[config.mk]
export PLATFORM = sky130hd
export DESIGN_NAME = rsv_monitor
export DESIGN_NICKNAME = d
export VERILOG_FILES = /design/src/rtl/rsv_pkg.sv /design/src/rtl/rsv_slot.sv /design/src/rtl/rsv_judge.sv /design/src/rtl/rsv_monitor.sv
export SDC_FILE = /design/constraint.sdc
export NUM_CORES = 1
export LEC_CHECK = 0
export BUFFER_PORTS_ARGS = -buffer_cell sky130_fd_sc_hd__buf_2
export CORE_MARGIN = 3
export CORE_UTILIZATION = 25
export DETAILED_ROUTE_END_ITERATION = 8
export PLACE_DENSITY = 0.44
export SLEW_MARGIN = 20
export SYNTH_ARGS = -nofsm -noshare
export SYNTH_HDL_FRONTEND = slang
export SYNTH_SLANG_ARGS = --single-unit
export TNS_END_PERCENT = 20
[constraint.sdc]
create_clock -name clk -period 5.2 [get_ports clk]
set_clock_uncertainty 0.2 [all_clocks]
set_input_delay 1.3 -clock clk [delete_from_list [all_inputs] [get_ports clk]]
set_output_delay 1.3 -clock clk [all_outputs]
set_load 0.005 [all_outputs]
[src/rtl/rsv_pkg.sv]
package rsv_pkg;

    typedef enum logic [1:0] {
        KIND_READ      = 2'b00,
        KIND_LOADLINK  = 2'b01,
        KIND_STORECOND = 2'b10,
        KIND_WRITE     = 2'b11
    } cmp_kind_e;

    typedef struct packed {
        logic valid;
        logic ok;
        logic wr_en;
    } rsp_t;

endpackage

[src/rtl/rsv_slot.sv]
module rsv_slot #(
    parameter int LINE_W  = 26,
    parameter int VER_W   = 2,
    parameter int SLOT_ID = 0
) (
    input  logic                  clk,
    input  logic                  rst_n,
    input  logic                  cmp_valid,
    input  logic                  cmp_present,
    input  rsv_pkg::cmp_kind_e    cmp_kind,
    input  logic [VER_W-1:0]      cmp_ver,
    input  logic [LINE_W-1:0]     cmp_line,
    input  logic                  inv_valid,
    input  logic [LINE_W-1:0]     inv_line,
    output logic                  held,
    output logic [LINE_W-1:0]     held_line,
    output logic                  live_hit
);
    import rsv_pkg::*;

    typedef struct packed {
        logic              valid;
        logic [LINE_W-1:0] line;
    } slot_t;

    slot_t s_d, s_q;
    logic  mine;
    logic  inv_kill;
    logic  alive;
    logic  ll_mine;

    always_comb begin
        mine     = (cmp_ver == VER_W'(SLOT_ID));
        inv_kill = inv_valid && s_q.valid && (s_q.line == inv_line);
        alive    = s_q.valid && !inv_kill;
        live_hit = alive && (s_q.line == cmp_line);
        ll_mine  = cmp_valid && cmp_present && (cmp_kind == KIND_LOADLINK) && mine;
        s_d       = s_q;
        s_d.valid = alive;
        if (cmp_valid && cmp_present) begin
            case (cmp_kind)
                KIND_LOADLINK: begin
                    if (mine) begin
                        s_d.valid = 1'b1;
                        s_d.line  = cmp_line;
                    end else if (live_hit) begin
                        s_d.valid = 1'b0;
                    end
                end
                KIND_STORECOND: begin
                    if (live_hit) s_d.valid = 1'b0;
                end
                KIND_WRITE: begin
                    if (mine && live_hit) s_d.valid = 1'b0;
                end
                default: ;
            endcase
        end
    end

    always_ff @(posedge clk) begin
        if (!rst_n) s_q <= '0;
        else        s_q <= s_d;
    end

    assign held      = s_q.valid;
    assign held_line = s_q.line;

    a_r2_ll_claims: assert property (@(posedge clk) disable iff (!rst_n)
        ll_mine |=> (held && held_line == $past(cmp_line)));

    a_r4_sc_clears: assert property (@(posedge clk) disable iff (!rst_n)
        (cmp_valid && cmp_present && cmp_kind == KIND_STORECOND && live_hit) |=> !held);

    a_r8_inv_clears: assert property (@(posedge clk) disable iff (!rst_n)
        (inv_kill && !ll_mine) |=> !held);

    a_r7_absent_keeps: assert property (@(posedge clk) disable iff (!rst_n)
        (cmp_valid && !cmp_present && !inv_valid) |=> ($stable(held) && $stable(held_line)));

    a_r5_foreign_write_keeps: assert property (@(posedge clk) disable iff (!rst_n)
        (cmp_valid && cmp_present && cmp_kind == KIND_WRITE && !mine && !inv_valid)
        |=> $stable(held));

endmodule

[src/rtl/rsv_judge.sv]
module rsv_judge #(
    parameter int NVER  = 4,
    parameter int VER_W = 2
) (
    input  logic                cmp_valid,
    input  logic                cmp_present,
    input  rsv_pkg::cmp_kind_e  cmp_kind,
    input  logic [VER_W-1:0]    cmp_ver,
    input  logic [NVER-1:0]     hit_vec,
    output rsv_pkg::rsp_t       rsp
);
    import rsv_pkg::*;

    logic own_hit;

    always_comb begin
        own_hit   = hit_vec[cmp_ver];
        rsp.valid = cmp_valid;
        rsp.ok    = cmp_valid;
        rsp.wr_en = 1'b0;
        if (cmp_valid) begin
            if (!cmp_present) begin
                rsp.wr_en = (cmp_kind == KIND_STORECOND) || (cmp_kind == KIND_WRITE);
            end else begin
                case (cmp_kind)
                    KIND_STORECOND: begin
                        rsp.ok    = own_hit;
                        rsp.wr_en = own_hit;
                    end
                    KIND_WRITE: rsp.wr_en = 1'b1;
                    default:    rsp.wr_en = 1'b0;
                endcase
            end
        end
    end

endmodule

[src/rtl/rsv_monitor.sv]
module rsv_monitor #(
    parameter int NVER   = 4,
    parameter int LINE_W = 26,
    parameter int VER_W  = (NVER > 1) ? $clog2(NVER) : 1
) (
    input  logic              clk,
    input  logic              rst_n,
    input  logic              cmp_valid,
    input  logic [1:0]        cmp_kind,
    input  logic [VER_W-1:0]  cmp_ver,
    input  logic [LINE_W-1:0] cmp_line,
    input  logic              cmp_present,
    input  logic              inv_valid,
    input  logic [LINE_W-1:0] inv_line,
    output logic              rsp_valid,
    output logic              rsp_ok,
    output logic              rsp_wr_en
);
    import rsv_pkg::*;

    cmp_kind_e         kind;
    logic [NVER-1:0]   held;
    logic [NVER-1:0]   hit_vec;
    logic [LINE_W-1:0] held_line [NVER];
    rsp_t              rsp_d, rsp_q;

    assign kind = cmp_kind_e'(cmp_kind);

    for (genvar g = 0; g < NVER; g++) begin : g_slot
        rsv_slot #(
            .LINE_W  (LINE_W),
            .VER_W   (VER_W),
            .SLOT_ID (g)
        ) u_slot (
            .clk         (clk),
            .rst_n       (rst_n),
            .cmp_valid   (cmp_valid),
            .cmp_present (cmp_present),
            .cmp_kind    (kind),
            .cmp_ver     (cmp_ver),
            .cmp_line    (cmp_line),
            .inv_valid   (inv_valid),
            .inv_line    (inv_line),
            .held        (held[g]),
            .held_line   (held_line[g]),
            .live_hit    (hit_vec[g])
        );
    end

    rsv_judge #(
        .NVER  (NVER),
        .VER_W (VER_W)
    ) u_judge (
        .cmp_valid   (cmp_valid),
        .cmp_present (cmp_present),
        .cmp_kind    (kind),
        .cmp_ver     (cmp_ver),
        .hit_vec     (hit_vec),
        .rsp         (rsp_d)
    );

    always_ff @(posedge clk) begin
        if (!rst_n) rsp_q <= '0;
        else        rsp_q <= rsp_d;
    end

    assign rsp_valid = rsp_q.valid;
    assign rsp_ok    = rsp_q.ok;
    assign rsp_wr_en = rsp_q.wr_en;

    a_r1_rsp_follows: assert property (@(posedge clk) disable iff (!rst_n)
        cmp_valid |=> rsp_valid);

    a_r1_idle_quiet: assert property (@(posedge clk) disable iff (!rst_n)
        !cmp_valid |=> (!rsp_valid && !rsp_ok && !rsp_wr_en));

    a_r3_fail_blocks_write: assert property (@(posedge clk) disable iff (!rst_n)
        (rsp_valid && !rsp_ok) |-> !rsp_wr_en);

    a_r6_read_no_write: assert property (@(posedge clk) disable iff (!rst_n)
        (cmp_valid && kind == KIND_READ) |=> (rsp_ok && !rsp_wr_en));

    always_ff @(posedge clk) begin
        if (rst_n) begin
            for (int i = 0; i < NVER; i++) begin
                for (int j = i + 1; j < NVER; j++) begin
                    a_r9_one_holder: assert (!(held[i] && held[j] && held_line[i] == held_line[j]))
                        else $error("line reserved by two versions");
                end
            end
        end
    end

endmodule

Word level (Yosys, flattened, before mapping)
Cells that the tools add are included.
Storage, ports and cells
  register bits: 111
  word-level logic and storage cells: 92
  output and inout port bits: 3
  bits of input ports: 61
Operators by class
  eq/ne operators: 14
  order comparisons: 1
  reductions and logical operators: 32
  multiplexer cells: 34
Operator list (count)
  26-bit == test: 8
  26-bit two-way mux: 8
  27-bit two-way mux: 4
  1-bit logical AND: 21
  1-bit two-way mux: 16
  1-bit case mux with 3 select lines: 4
  3-bit AND reduction: 4
  2-bit == test, second input constant: 4
  2-bit by 1-bit == test with 1-bit output, second input constant: 2
  1-bit logical NOT: 4
  2-bit by 3-bit < comparator with 1-bit output, second input constant: 1
  1-bit binary-select mux with 2-bit select: 1
  2-bit logical NOT: 1
  1-bit case mux with 2 select lines: 1
  2-bit AND reduction: 1
  1-bit logical OR: 1

Logic depth before layout (Yosys ltp)
Gate-level depths: netlist of run 1.
  word-level depth: 9
  depth in mapped cells: 8
  depth with buffers taken out: 7

Cells and area by module
From an unflattened synthesis of run 1, not the netlist that was laid out.
Unflattened totals
  cells, all modules: 788
  area total of the unflattened synthesis: 6675.2 um2
By module, submodules not included
  rsv_slot (g_slot[1].u_slot ...): seq. area each 540.5 um2, cells an instance 194, instances 2, area an instance 1552.7 um2
  rsv_slot (g_slot[3].u_slot): seq. area each 540.5 um2, cells an instance 192, instances 1, area an instance 1774.2 um2
  rsv_slot (g_slot[0].u_slot): seq. area each 540.5 um2, cells an instance 191, instances 1, area an instance 1611.5 um2
  rsv_judge: seq. area each 0.0 um2, cells an instance 11, instances 1, area an instance 105.1 um2
  rsv_monitor: seq. area each 60.1 um2, cells an instance 6, instances 1, area an instance 78.8 um2

Worst setup path before layout of run 1
Ideal clock, no wire load.
  path type: input to register
  start: in inv_line[14]
  end: reg rsp_q, in the netlist rsp_ok
  stages: 8
  data required time: 4.876 ns
  slack: 1.957 ns
  data arrival time: 2.919 ns
  buffers on the path: 1
  setup time: 0.124 ns
  cell sequence: buf_6 xnor2_2 nand4_1 or4_1 o41ai_2 nor3_1 a311oi_2 a21oi_1
On the way
  cells in the longest elaborated chain, start to end: 9
  elaborated cells on any way between the ends: 24
  classes of those cells: eq/ne: 4; mux: 4; reduce/logical: 16
RTL lines
  start, declared: RTL line rsv_monitor.sv:14  | input logic [LINE_W-1:0] inv_line,
  26-bit == test: RTL line rsv_slot.sv:34  | inv_kill = inv_valid && s_q.valid && (s_q.line == inv_line);
  1-bit logical AND: RTL line rsv_slot.sv:34
  1-bit logical NOT: RTL line rsv_slot.sv:35  | alive = s_q.valid && !inv_kill;
  1-bit logical AND: RTL line rsv_slot.sv:35
  1-bit logical AND: RTL line rsv_slot.sv:36  | live_hit = alive && (s_q.line == cmp_line);
  1-bit binary-select mux with 2-bit select *: RTL line rsv_judge.sv:17  | own_hit = hit_vec[cmp_ver];
  1-bit two-way mux (not written as such) *: RTL line rsv_judge.sv:17
  1-bit two-way mux *: RTL line rsv_judge.sv:25  | case (cmp_kind)
  1-bit two-way mux *: RTL line rsv_judge.sv:22  | if (!cmp_present) begin
  end signal, assigned: RTL line rsv_monitor.sv:64  | else rsp_q <= rsp_d;
  end, declared: RTL line rsv_monitor.sv:25  | rsp_t rsp_d, rsp_q;
Every way passes the cells marked *; elsewhere a longest branch is shown, timed or not. The select of a mux whose other input is x is not followed.
A chain may end at the register's enable or synchronous reset.

Worst setup path after layout of run 1
  start: in inv_line[11]
  end: reg rsp_q, in the netlist rsp_ok
The elaborated chain is that of the path after synthesis.

==> out/metrics.yaml, run 1 <==
status:
  status: "finished, final reports clean"
sta:
  layout_setup_ws_ns: 1.85
  fin_crit_sh_pct: 64.4
  finalSetupTns_ns: 0
  fin_crit_ns: 3.35
  maxSlewViolCount: 0
  hold_violations: 0
  max_freq_mhz: 299
  worst_pin_slew_ns: 0.864
  hold_ws_ns: 0.305
  rsz0062_at_grt: "no"
  slew_headroom_pct: 42.2
  setup_viol: 0
finish:
  layout_common_cells: "nand2_1, xnor2_1, dfxtp_1, a21boi_0, xor2_1"
  final_util_pct: 28.6
  fillers: 2860
  layout_commonest_cell: "nand2_1"
  antenna_cells: 0
  layout-drive-gt1-share_pct: 11.2
  syn2layout_area_growth_pct: 12.1
  final_area_sq_um: 7480
  num-nets-final: 896
logic_synthesis:
  netlist_area_sq_um: 6670
  synthCells: 826
  syn-mean-instance-area_sq_um: 8.08
  yosysTopAreaCell: "dfxtp_1"
  synth_seq_cells: 111
  synthesis.nets: 887
  synth_top_area_share_pct: 33.3
  synth-main-ff-cell: "dfxtp_1"
  async_reset_ff_share_pct: 0
  yosysSeqAreaShare_pct: 33.3
  yosysWarnings: 0
  netlist_top_cells_area: "dfxtp_1, xnor2_1, nand2_1, a21boi_0, xor2_1"
  synth-edff-count: 0
  synth_cell_types: 37
cts:
  cts_made_buffers: 9
  cts_tree: "done"
  htree_levels: 3
  cts_buffer_depth: 2
  cts_resized: 0
  clock_latency_ns: 0.36
  postCtsHoldBufs: 0
  cts_sinks: 111
  cts_setup_buffers: 0
  clk_pin_slew_ns: 0.07
  cts-root-buf: "clkbuf_16"
global_route:
  grt_pass1_vias: 5488
  gr-usage-all-layers_pct: 18.6
  grt_pass1_wl_microns: 38400
  grt_max_degree: 42
  antenna_found_initial: 2
  grt_overflow: 0
power:
  leakage_nw: 2.42
  ir_drop_mv: 0.152
  power.density_nw_per_um2: 246
floorplan:
  start_util_pct: 25.5
  placementRows: 59
  die_h_microns: 169
  die_area_sq_um: 28700
  fp.dieW_microns: 169
  pin_count: 64
  core_area_sq_um: 26100
run:
  maxCapViolations: 0
routing:
  drc: 0
  wl_per_cell_microns: 22.8
  via_per_inst: 4.74
  ant_nets: 0
  drt-initial-drc-count: 400
  num_vias: 5575
  highest_layer: "met5"
  route.met2.wl_microns: 11900
  drt-met1-wl_microns: 12500
  dr_wl_met3_microns: 1490
  routed_wl_microns: 26700
  drt_first_pass_iters: 5
worst_setup_path:
  crit_type: "in -> reg"
  critPathMaxStageDelay_ns: 0.54
  cpMaxStageDelayCell: "or4_1"
  worstPathMaxFanout: 4
  critPathBufInv: 1
  crit_required_ns: 5.24
  cp-start-kind: "primary input"
  cp-end-kind: "flip-flop"
  critPathTopFamily: "simple AND/OR/NAND/NOR gates"
  path_cells: "buf_2 -> xnor2_1 -> nand4_1 -> or4_1 -> o41ai_2 -> nor3_1 -> a311oi_2 -> a21oi_1"
  cp.arrival_ns: 3.39
place:
  postPlaceCellArea_sq_um: 7180
  gp_congestion: 1.01
  dp_slack_ns: 1.48
  hpwl_microns: 20300
  io_buffers: 63
min_path:
  hold_path_class: "reg -> reg"
## Yosys cell counts (2+ instances only)
cell type / number
nor3b_1: 2
o21ai_0: 2
dfxtp_1: 111
xnor2_2: 2
nand2b_1: 3
buf_1: 4
nand3b_1: 2
nor4_1: 22
and2_1: 6
a21boi_0: 106
a31oi_1: 3
nor2_1: 5
nand3_1: 7
a21oi_1: 2
xor2_1: 78
buf_6: 3
nor3_1: 9
clkbuf_1: 64
xnor2_1: 128
nand4_1: 36
nand2_1: 215
## final cells by class
cell class,count,area [sq um],area share (%)
timing repair buffer,70,368,4.92
multi-input combinational,642,4170,55.7
sequential,111,2220,29.7
clock inverter,3,23.8,0.318
clock buffer,13,280,3.75
inverter,1,3.75,0.0502
tap,335,419,5.60
## stage by stage
stage               std cells  power (mW)
global placement         1159        1.14
floorplan                 826        1.03
CTS                      1175        1.86
finish                   1175        1.84
global route             1175        1.90
detailed placement       1159        1.13
## report_power, final
group	internal, mW	total [mW]	switching [mW]
sequential	0.856	0.865	0.00813
combinational	0.0907	0.251	0.161
clock	0.381	0.728	0.347
total	1.33	1.84	0.516
## metal layers
layer | vias to the layer above | global-route usage, %
met5 | - | 0
met4 | 4 | 6.58
met3 | 41 | 4.36
met2 | 161 | 29.1
met1 | 2647 | 25.0
li1 | 2722 | -
## worst reg2reg max path, cell delays in order (launching register included)
cell	delay, ns
dfxtp_1	0.35
xnor2_1	0.28
nand4_1	0.18
or4_1	0.54
o41ai_2	0.45
nor3_1	0.11
a311oi_2	0.29
a21oi_1	0.10
## worst paths after layout
kind	startpoint	end	slack (ns)	cells past startpoint
worst max-delay path	inv_line[11]	rsp_ok$_SDFF_PN0_	1.85	8
worst min-delay path	g_slot[2].u_slot.held_line[15]$_SDFFE_PN0P_	g_slot[2].u_slot.held_line[15]$_SDFFE_PN0P_	0.30	2
worst max register to register	g_slot[2].u_slot.held_line[11]$_SDFFE_PN0P_	rsp_ok$_SDFF_PN0_	2.58	7
worst min register to register	g_slot[2].u_slot.held_line[15]$_SDFFE_PN0P_	g_slot[2].u_slot.held_line[15]$_SDFFE_PN0P_	0.30	2
## cells by family (layout without fill, tap and decap cells)
group	after synthesis	count (layout)	synth area share [%]
flops	111	111	33.3
buf+inv	73	87	4.46
xor+xnor	208	208	27.5
compound gates	120	120	13.6
simple gates	314	314	21.1
## registers in the layout (all words and copies together), names as in the netlist
register	cells
rsp_wr_en	1
g_slot.u_slot.held	4
rsp_ok	1
g_slot.u_slot.held_line	104
rsp_valid	1
(Power assumes the default switching activity.)
==> inputs of run 2 (changes only) <==
clock period = 3.13 ns   (was 5.2 ns; I/O delays follow)
==> run 2 against run 1 <==
Design area rose by 2.3%. Worst hold slack barely moved. Final cell count rose by 1.9%. Register-to-register slack got worse by 2.0 ns. Highest routed layer unchanged.
==> out/metrics.yaml, run 2 (same netlist as run 1, synthesis figures left out) <==
sta:
  fin_crit_ns: 2.74
  finalSetupTns_ns: 0
  fin_crit_sh_pct: 87.4
  max_freq_mhz: 365
  rsz0062_at_grt: "no"
  setup_viol: 0
  worst_pin_slew_ns: 0.529
  slew_headroom_pct: 64.4
  hold_violations: 0
  maxSlewViolCount: 0
power:
  leakage_nw: 2.54
  p_sw_mw: 0.851
  combinationalPowerShare_pct: 14.1
  p_sw_share_pct: 27.8
  seq_power_share_pct: 46.9
  p_total_mw: 3.06
  clkPwrFrac_pct: 39.0
  ir_drop_mv: 0.242
  internal_power_mw: 2.21
  power.density_nw_per_um2: 400
finish:
  largest_reg_flops: 104
  layout_commonest_cell: "nand2_1"
  layout_common_cells: "nand2_1, xnor2_1, dfxtp_1, a21boi_0, xor2_1"
  syn2layout_area_growth_pct: 14.8
  layout-drive-gt1-share_pct: 13.0
  num-nets-final: 919
  fillers: 2852
  antenna_cells: 0
  finalNonFillerCells: 1197
floorplan:
  die_area_sq_um: 28700
  placementRows: 59
  die_h_microns: 169
  start_util_pct: 25.5
  fp.dieW_microns: 169
  pin_count: 64
  core_area_sq_um: 26100
cts:
  cts_tree: "done"
  clock_latency_ns: 0.37
  cts_resized: 0
  cts_setup_buffers: 0
  cts_sinks: 111
  postCtsHoldBufs: 0
  cts_made_buffers: 9
  htree_levels: 3
  clk_pin_slew_ns: 0.08
  cts-root-buf: "clkbuf_16"
  cts_buffer_depth: 2
worst_setup_path:
  regToRegEndpoint: "rsp_wr_en$_SDFF_PN0_"
  r2r_start: "g_slot[2].u_slot.held_line[0]$_SDFFE_PN0P_"
  crit_type: "in -> reg"
  critPathBufInv: 1
  reg2reg_slack_ns: 0.57
  worstPathMaxFanout: 4
  crit_required_ns: 3.18
  critPathTopFamily: "simple AND/OR/NAND/NOR gates"
  critPathMaxStageDelay_ns: 0.54
  r2r_cells: 7
  path_cells: "buf_2 -> xnor2_1 -> nand4_1 -> or4_1 -> o41ai_2 -> nor3_1 -> a311oi_2 -> nor4b_1"
  cp-end-kind: "flip-flop"
  cp.arrival_ns: 2.78
  cpMaxStageDelayCell: "or4_1"
  cp-start-kind: "primary input"
min_path:
  min_to: "g_slot[1].u_slot.held_line[2]$_SDFFE_PN0P_"
  hold_path_class: "reg -> reg"
  hold_start: "g_slot[1].u_slot.held_line[2]$_SDFFE_PN0P_"
  worstHoldPathCells: 2
routing:
  drt-initial-drc-count: 471
  drt_first_pass_iters: 5
  ant_nets: 0
  drc: 0
  num_vias: 5637
  routed_wl_microns: 26200
  wl_per_cell_microns: 21.8
  via_per_inst: 4.71
global_route:
  grt_overflow: 0
  antenna_found_initial: 1
  gr-usage-all-layers_pct: 18.5
  grt_max_degree: 43
  grt_pass1_vias: 5593
  grt_pass1_wl_microns: 38600
run:
  maxCapViolations: 0
place:
  io_buffers: 63
  gp_congestion: 0.948
  dp_cells: 1182
  hpwl_microns: 19900
status:
  status: "finished, final reports clean"
-- run 2: changes by cell type in the layout (fill, tap and decap cells not counted), sizes merged --
| cell | previous run | this run |
|---|---|---|
| clkbuf | 13 | 10 |
| inv | 2 | 1 |
| clkinvlp | 2 | 1 |
| clkinv | 0 | 3 |
| buf | 70 | 93 |
| bufinv | 0 | 1 |
-- run 2: worst max-delay path by stage --
stage	from	to	slack, ns	cells after the start
6_report	inv_line[11]	rsp_wr_en$_SDFF_PN0_	0.39	8
5_1_grt	cmp_line[7]	rsp_wr_en$_SDFF_PN0_	0.24	9
4_1_cts	inv_line[2]	rsp_ok$_SDFF_PN0_	0.41	9
3_5_place_dp	inv_line[11]	rsp_ok$_SDFF_PN0_	0.02	8
3_3_place_gp	inv_line[11]	rsp_ok$_SDFF_PN0_	0.02	8
2_1_floorplan	inv_line[14]	rsp_ok$_SDFF_PN0_	0.40	8
-- run 2: stage by stage --
| stage | util, % | area [sq um] | setup slack (ns) | hold WS (ns) |
|---|---|---|---|---|
| 6_report | 29.3 | 7660 | 0.393 | 0.304 |
| 5_1_grt | 29.3 | 7660 | 0.242 | 0.328 |
| 4_1_cts | 29.3 | 7660 | 0.407 | 0.300 |
| 3_5_place_dp | 28.2 | 7370 | 0.0200 | 0.291 |
| 3_3_place_gp | 28.2 | 7370 | 0.0240 | 0.287 |
| 2_1_floorplan | - | 6670 | 0.404 | 0.265 |
-- run 2: layout make-up --
type / count / area, sq um / share of cell area, %
tap: 335 / 419 / 5.47
clock buffer: 10 / 229 / 2.99
inverter: 1 / 3.75 / 0.0490
sequential: 111 / 2220 / 29.0
clock inverter: 5 / 60.1 / 0.784
timing repair buffer: 93 / 566 / 7.39
multi-input combinational: 642 / 4160 / 54.3
-- run 2: worst min-delay path: cells and delay by family, from the launching register on --
kind               cells  cell delay (ns)
DFF                    1             0.34
and+or+nand+nor        1             0.06
AOI/OAI and AO/OA      1             0.06
-- run 2: power by group through the flow --
| stage | logic (mW) | registers, mW | clock network, mW |
|---|---|---|---|
| CTS | 0.432 | 1.44 | 1.22 |
| global route | 0.460 | 1.44 | 1.28 |
| finish | 0.431 | 1.44 | 1.19 |
| detailed placement | 0.430 | 1.47 | 0 |
| global placement | 0.433 | 1.47 | 0 |
| floorplan | 0.248 | 1.47 | 0 |
-- run 2: layer usage --
| metal | wire length [microns] | global-route usage, % |
|---|---|---|
| met2 | 12000 | 29.7 |
| met4 | 602 | 5.76 |
| met1 | 12600 | 25.9 |
| met3 | 997 | 2.47 |
| met5 | 9 | 0 |
